## src/rtl/fp_div_r8_pkg.sv

```systemverilog
package fp_div_r8_pkg;

   typedef enum logic {
      ST_IDLE = 1'b0,
      ST_RUN  = 1'b1
   } div_state_e;

   // number of digit iterations needed for a significand of sig_w bits plus
   // one normalization bit when each iteration retires digit_bits bits
   function automatic int unsigned iter_count(input int unsigned sig_w,
                                              input int unsigned digit_bits);
      return (sig_w + 1 + digit_bits - 1) / digit_bits;
   endfunction

endpackage

```

## src/rtl/fp_div_r8_unpack.sv

```systemverilog
module fp_div_r8_unpack #(
   parameter int unsigned EXP_W = 8,
   parameter int unsigned MAN_W = 23
) (
   input  logic [EXP_W+MAN_W:0] word_i,
   output logic                 sign_o,
   output logic [EXP_W-1:0]     exp_o,
   output logic [MAN_W:0]       sig_o,
   output logic                 zero_o
);

   always_comb begin
      sign_o = word_i[EXP_W+MAN_W];
      exp_o  = word_i[EXP_W+MAN_W-1 -: EXP_W];
      zero_o = (exp_o == '0);
      sig_o  = {1'b1, word_i[MAN_W-1:0]};
   end

endmodule

```

## src/rtl/fp_div_r8_step.sv

```systemverilog
module fp_div_r8_step #(
   parameter int unsigned REM_W        = 28,
   parameter int unsigned DIGIT_BITS   = 3,
   parameter bit          USE_POPCOUNT = 1'b1
) (
   input  logic [REM_W-1:0]      rem_i,
   input  logic [REM_W-1:0]      dvs_i,
   output logic [DIGIT_BITS-1:0] digit_o,
   output logic [REM_W-1:0]      rem_o
);

   localparam int unsigned NMUL = (1 << DIGIT_BITS) - 1;

   logic [REM_W-1:0] shifted;
   logic [REM_W-1:0] mult [0:NMUL];
   logic [NMUL:1]    ge;

   assign shifted = rem_i << DIGIT_BITS;

   // all divisor multiples and their comparisons, evaluated side by side
   for (genvar k = 0; k <= NMUL; k++) begin : g_mult
      assign mult[k] = dvs_i * REM_W'(k);
      if (k > 0) begin : g_cmp
         assign ge[k] = (shifted >= mult[k]);
      end
   end

   // ge is a thermometer code; two equivalent ways to turn it into a digit
   if (USE_POPCOUNT) begin : g_sel_pop
      always_comb digit_o = DIGIT_BITS'($countones(ge));
   end else begin : g_sel_pri
      always_comb begin
         digit_o = '0;
         for (int k = 1; k <= int'(NMUL); k++) begin
            if (ge[k]) digit_o = DIGIT_BITS'(k);
         end
      end
   end

   assign rem_o = shifted - mult[digit_o];

endmodule

```

## src/rtl/fp_div_r8_pack.sv

```systemverilog
module fp_div_r8_pack #(
   parameter int unsigned EXP_W = 8,
   parameter int unsigned MAN_W = 23,
   parameter int unsigned Q_W   = 27
) (
   input  logic                 sign_i,
   input  logic [EXP_W-1:0]     ea_i,
   input  logic [EXP_W-1:0]     eb_i,
   input  logic                 a_zero_i,
   input  logic                 b_zero_i,
   input  logic [Q_W-1:0]       q_i,
   output logic [EXP_W+MAN_W:0] res_o,
   output logic                 dbz_o
);

   localparam int unsigned EW2  = EXP_W + 2;
   localparam int unsigned BIAS = (1 << (EXP_W - 1)) - 1;

   logic             q_hi;
   logic [EW2-1:0]   e_full;
   logic [MAN_W-1:0] frac;

   assign q_hi = q_i[Q_W-1];

   always_comb begin
      e_full = {2'b00, ea_i} - {2'b00, eb_i} + EW2'(BIAS) - EW2'(!q_hi);
      frac   = q_hi ? q_i[Q_W-2 -: MAN_W] : q_i[Q_W-3 -: MAN_W];
   end

   always_comb begin
      dbz_o = b_zero_i;
      if (b_zero_i)
         res_o = {sign_i, {EXP_W{1'b1}}, {MAN_W{1'b0}}};
      else if (a_zero_i)
         res_o = {sign_i, {(EXP_W + MAN_W){1'b0}}};
      else
         res_o = {sign_i, e_full[EXP_W-1:0], frac};
   end

endmodule

```

## src/rtl/fp_div_r8.sv

```systemverilog
module fp_div_r8 #(
   parameter int unsigned EXP_W        = 8,
   parameter int unsigned MAN_W        = 23,
   parameter int unsigned DIGIT_BITS   = 3,
   parameter bit          USE_POPCOUNT = 1'b1
) (
   input  logic                 clk,
   input  logic                 rst_n,
   input  logic                 start,
   input  logic [EXP_W+MAN_W:0] dividend,
   input  logic [EXP_W+MAN_W:0] divisor,
   output logic                 busy,
   output logic                 done,
   output logic [EXP_W+MAN_W:0] quotient,
   output logic                 div_by_zero
);

   import fp_div_r8_pkg::*;

   localparam int unsigned SIG_W = MAN_W + 1;
   localparam int unsigned ITER  = iter_count(SIG_W, DIGIT_BITS);
   localparam int unsigned Q_W   = ITER * DIGIT_BITS;
   localparam int unsigned REM_W = SIG_W + 1 + DIGIT_BITS;
   localparam int unsigned CNT_W = (ITER > 1) ? $clog2(ITER) : 1;
   localparam int unsigned W     = EXP_W + MAN_W + 1;

   if (DIGIT_BITS < 1 || DIGIT_BITS > 4) begin : g_bad_digit
      $error("fp_div_r8: DIGIT_BITS must lie in 1..4");
   end
   if (EXP_W < 3 || MAN_W < 4) begin : g_bad_fmt
      $error("fp_div_r8: exponent or fraction field too narrow");
   end
   if (Q_W < SIG_W + 1) begin : g_bad_q
      $error("fp_div_r8: quotient lacks a normalization bit");
   end

   logic             sa, sb, za, zb;
   logic [EXP_W-1:0] ea, eb;
   logic [MAN_W:0]   siga, sigb;

   fp_div_r8_unpack #(.EXP_W(EXP_W), .MAN_W(MAN_W)) unpack_a_i (
      .word_i(dividend), .sign_o(sa), .exp_o(ea), .sig_o(siga), .zero_o(za));
   fp_div_r8_unpack #(.EXP_W(EXP_W), .MAN_W(MAN_W)) unpack_b_i (
      .word_i(divisor), .sign_o(sb), .exp_o(eb), .sig_o(sigb), .zero_o(zb));

   div_state_e       state;
   logic [CNT_W-1:0] cnt;
   logic [REM_W-1:0] rem_q, dvs_q, rem_d;
   logic [Q_W-1:0]   q_acc, q_next;
   logic [DIGIT_BITS-1:0] digit;
   logic             l_sign, l_za, l_zb;
   logic [EXP_W-1:0] l_ea, l_eb;
   logic [W-1:0]     res_d;
   logic             dbz_d;

   fp_div_r8_step #(.REM_W(REM_W), .DIGIT_BITS(DIGIT_BITS),
                    .USE_POPCOUNT(USE_POPCOUNT)) step_i (
      .rem_i(rem_q), .dvs_i(dvs_q), .digit_o(digit), .rem_o(rem_d));

   if (Q_W > DIGIT_BITS) begin : g_acc_shift
      assign q_next = {q_acc[Q_W-DIGIT_BITS-1:0], digit};
   end else begin : g_acc_single
      assign q_next = Q_W'(digit);
   end

   fp_div_r8_pack #(.EXP_W(EXP_W), .MAN_W(MAN_W), .Q_W(Q_W)) pack_i (
      .sign_i(l_sign), .ea_i(l_ea), .eb_i(l_eb), .a_zero_i(l_za),
      .b_zero_i(l_zb), .q_i(q_next), .res_o(res_d), .dbz_o(dbz_d));

   always_ff @(posedge clk or negedge rst_n) begin
      if (!rst_n) begin
         state       <= ST_IDLE;
         cnt         <= '0;
         rem_q       <= '0;
         dvs_q       <= '0;
         q_acc       <= '0;
         l_sign      <= 1'b0;
         l_za        <= 1'b0;
         l_zb        <= 1'b0;
         l_ea        <= '0;
         l_eb        <= '0;
         done        <= 1'b0;
         quotient    <= '0;
         div_by_zero <= 1'b0;
      end else begin
         done <= 1'b0;
         unique case (state)
            ST_IDLE: begin
               if (start) begin
                  state  <= ST_RUN;
                  cnt    <= '0;
                  rem_q  <= REM_W'(siga);
                  dvs_q  <= REM_W'({sigb, 1'b0});
                  q_acc  <= '0;
                  l_sign <= sa ^ sb;
                  l_za   <= za;
                  l_zb   <= zb;
                  l_ea   <= ea;
                  l_eb   <= eb;
               end
            end
            ST_RUN: begin
               rem_q <= rem_d;
               q_acc <= q_next;
               cnt   <= cnt + 1'b1;
               if (cnt == CNT_W'(ITER - 1)) begin
                  state       <= ST_IDLE;
                  done        <= 1'b1;
                  quotient    <= res_d;
                  div_by_zero <= dbz_d;
               end
            end
            default: state <= ST_IDLE;
         endcase
      end
   end

   assign busy = (state == ST_RUN);

endmodule

```

## config.mk

```make
export PLATFORM = sky130hd
export DESIGN_NAME = fp_div_r8
export DESIGN_NICKNAME = d
export VERILOG_FILES = /design/src/rtl/fp_div_r8_pkg.sv /design/src/rtl/fp_div_r8_unpack.sv /design/src/rtl/fp_div_r8_step.sv /design/src/rtl/fp_div_r8_pack.sv /design/src/rtl/fp_div_r8.sv
export SDC_FILE = /design/constraint.sdc
export NUM_CORES = 1
export LEC_CHECK = 0
export ABC_CLOCK_PERIOD_IN_PS = 17800
export BUFFER_PORTS_ARGS = -buffer_cell sky130_fd_sc_hd__buf_2
export CAP_MARGIN = 25
export CORE_MARGIN = 2
export CORE_UTILIZATION = 55
export CTS_CLUSTER_DIAMETER = 60
export DETAILED_ROUTE_END_ITERATION = 7
export PLACE_DENSITY_LB_ADDON = 0.2
export SKIP_CTS_REPAIR_TIMING = 1
export SYNTH_ARGS = -nofsm -noshare
export SYNTH_HDL_FRONTEND = slang
export SYNTH_SLANG_ARGS = --single-unit
```

## constraint.sdc

```tcl
create_clock -name clk -period 17.8 [get_ports clk]
set_input_delay 0 -clock clk [delete_from_list [all_inputs] [get_ports clk]]
set_output_delay 0 -clock clk [all_outputs]
set_load 0.005 [all_outputs]
```

==> metrics list <==
- The initial antenna violation count was 0.
- Global routing consumed, over all layers together, 30.66% of the routing resources.
- Seq cells post-synth: 131
* Total of buffers placed on input and output ports: 101
- The critical path crosses 36 cells after its start point.
- Y dimension of the die: 175.9 um
* Total via count in the routed design: 15184
- TritonCTS clock tree: built
- Post-synthesis cell area: 16260 um^2
* Post-synthesis adder-cell area fraction: ~28%
* Finished Core Util: 63.74%
- The worst pin sits at a relative slew slack of about two fifths.
* Ys flop type: dfrtp_1
- Total negative slack for setup checks: 0 ns
- Worst-case register-to-register setup slack: 7.78 ns
- Die span in x: approximately 180 um
- H-tree levels: 4
- Final GP Congestion: 0.9648
- Area growth from synthesis to layout: 13.43%
- Max-slew violation count: 0
- By area the synthesized netlist is led by ha_1 (24%), dfrtp_1 (20%), o21ai_0 (5.9%).
* Maximum capacitance violations: 0
- Clock-pin slew was measured on the worst setup and hold paths at 0.06 ns.
- Pin count of the biggest net entering global routing: between 100 and 150
- By area, the combinational part of the netlist is dominated by adder cells.
* Number of nets produced by synthesis: 2302
* # rows: 62
* Clock buffers created by TritonCTS: 17
* Maximum buffer depth of the clock tree: 2
- The first detailed-routing pass took 6 iterations.
* Number of enable-type register cells in the synthesized netlist: 0
- Reg-to-reg endpoint: rem_q[23]$_DFFE_PN0P_
- Boundary pin count: 102
- The via count of the first global-routing pass came to 14631.
* Number of design rule violations left after detail routing: 0
* Library cell with the largest summed area after synthesis: ha_1
- Post-Synthesis Mean Instance Area: ~8.6 um^2
- Number of cell instances on the worst register-to-register path: 36
- Setup-violating endpoint count in the final report: 0
* Clk_skew: 0.009553 ns
* Post-synthesis sequential area ratio: about a fifth
* Buffer and inverter count on the worst path: 4
* Non-filler cells, final: 2431
- Area share of and/or/nand/nor cells after synthesis: 15.18%
- Starting density of the core: 56.19%
- By startpoint and endpoint, the worst setup path is classified as flop to flop.
- The slowest stage of the critical path belongs to the cell dfrtp_1.
- Dividing the detail-routed wire length by the instance count gives 19.77 um.
- In this run, the number of DRC markers left after iteration 0 of detailed routing was about 1200.
- The synthesized netlist devotes 22.39% of its cell area to compound gates.
- Layout cells sized above 1: 10.11%
- Post-layout nets: 2440
- Measured slew at the worst slew-check pin: 0.9193 ns
- Top Family by Delay on Critical Path: compound AO/OA/AOI/OAI gates
- Using the TritonRoute via totals, the vias-per-cell ratio works out to 6.246.
- Largest stage delay on the critical path: 0.64 ns
- The Yosys step of the flow raised 0 warnings.
* Area inside the core boundary: 28940 um^2
- Total detailed-routing wirelength: between 40000 and 50000 um
* Startpoint types: flop
* Number of inserted diodes: 0
* Number of nets with antenna violations after detailed routing: 0
* Post-synthesis instance total: 1896
- GR Overflow Total: 0
- Time the final worst path needs with I/O delays and setup: 10.02 ns
- Peak clock frequency supported by timing: 99.80 MHz
- The top cell type by area accounts for between 20% and 30% of the synthesized area.
- DP Wirelength: 36430 um
- The first global-routing pass estimated 75400 um of wire.
- The later pin in the worst-skew pair is clocked with a latency of 0.43 ns.
* Xor/xnor cell area share of the yosys netlist: 4.956%
- Status: finished clean
- Unrepaired setup endpoints after global routing: false
* Capturing element type of the critical path: flop
- Measured against the total synthesized area, the mux share comes to between 5 and 6%.
- Data arrival time of the critical path: between 10 and 15 ns
- Distinct cell type count of the synthesized netlist: 83
* Class of the most critical hold timing path: input pin to asynchronous set/reset pin
* Launch point of the worst reg-to-reg path: dvs_q[2]$_DFFE_PN0P_
- The hold violation total from the final report is 0.
- In this run, placement finished with an instance count of 2334.
- CP Data Required Time: 18.07 ns
- CTS Root Buffer Type: clkbuf_16
- The clock drives around 130 sinks.
- Along the worst path, the maximum fanout reaches 17.
* Area of the die: ~31000 um^2
* Post-route clock period utilization: between 50% and 60%
- In the synthesized netlist the async set-or-reset flop fraction comes to 100.0%.
==> area by class of cell <==
| class | count | area [um^2] |
|---|---|---|
| Multi-Input combinational cell | 1597 | 12370 |
| Timing Repair Buffer | 178 | 1272 |
| Clock buffer | 20 | 456.7 |
| Tap cell | 384 | 480.5 |
| Sequential cell | 131 | 3279 |
| Inverter | 109 | 409.1 |
| Fill cell | 2355 | 10490 |
| Clock inverter | 12 | 177.7 |
==> flip-flops by register name (all words and copies together) (netlist names), 4 cells and up <==
signal and count:
l_eb 8, dvs_q 24, q_acc 24, l_ea 8
rem_q 25, quotient 32, cnt 4
==> metrics by stage <==
step                      hold WS, ns  setup WS (ns)  area (um^2)
after floorplan               -0.2956          8.886        16260
after global placement       -0.03233          8.160        17130
after detailed placement     -0.02822          7.918        17160
after CTS                     -0.4883          7.897        17790
after global routing           0.1084          7.277        18440
final                         0.08456          7.780        18440
==> how the worst max path moves through the flow <==
stage,startpoint,end
final,dvs_q[2]$_DFFE_PN0P_,rem_q[23]$_DFFE_PN0P_
after global routing,dvs_q[2]$_DFFE_PN0P_,rem_q[23]$_DFFE_PN0P_
after CTS,dvs_q[2]$_DFFE_PN0P_,rem_q[23]$_DFFE_PN0P_
after detailed placement,dvs_q[2]$_DFFE_PN0P_,rem_q[23]$_DFFE_PN0P_
after global placement,dvs_q[2]$_DFFE_PN0P_,rem_q[23]$_DFFE_PN0P_
after floorplan,dvs_q[2]$_DFFE_PN0P_,rem_q[24]$_DFFE_PN0P_
==> cells in the final DEF, fill, tap and decap left out, types with 28 or more instances in the layout <==
cell / instances
o21a_1: 34
o21ai_0: 193
inv_1: 108
nor2b_1: 31
nand4_1: 42
mux2i_1: 55
xnor2_1: 53
nand2_1: 187
ha_1: 307
dlygate4sd3_1: 65
buf_2: 100
dfrtp_1: 130
nor2_1: 84
fa_1: 30
a21oi_1: 143
nor3_1: 28
a21o_1: 66
nand2b_1: 48
nand3_1: 31
xor2_1: 38
==> synthesized netlist by cell type (4+ instances only) <==
cell type	count
a211oi_1	15
a21o_1	66
a21oi_1	143
a21oi_2	4
a221oi_1	8
a31oi_1	11
a41oi_1	4
and3_1	8
buf_1	5
clkbuf_1	51
dfrtp_1	131
fa_1	31
ha_1	308
inv_1	108
mux2_2	15
mux2i_1	55
mux4_2	10
nand2_1	187
nand2b_1	48
nand3_1	31
nand4_1	42
nor2_1	84
nor2b_1	32
nor3_1	28
nor3b_1	5
nor4_1	10
o211ai_1	12
o21a_1	34
o21ai_0	193
o21ai_1	7
o21bai_1	15
o311ai_0	8
o31ai_1	6
or2_2	7
or3_1	6
xnor2_1	54
xor2_1	38
==> cell families (layout without fill, tap and decap cells) <==
kind of cell,Yosys count,count (layout)
DFF,131,131
AOI/OAI and AO/OA,577,577
buffers and inverters,168,319
adders and majority gates,339,339
muxes,81,81
and+or+nand+nor,508,508
xor gates and xnor gates,92,92
==> per-layer routing <==
metal / GRT usage (%) / vias up / share of wire [%]
met5: 0 / - / 0
met4: 12.64 / 0 / 4.3
met3: 4.888 / 119 / 6.8
met2: 50.34 / 605 / 46
met1: 40.33 / 7225 / 43
li1: - / 7235 / -
Power is not shown: default switching activity piles up to over one toggle a cycle in this logic, so the estimate is an artifact.
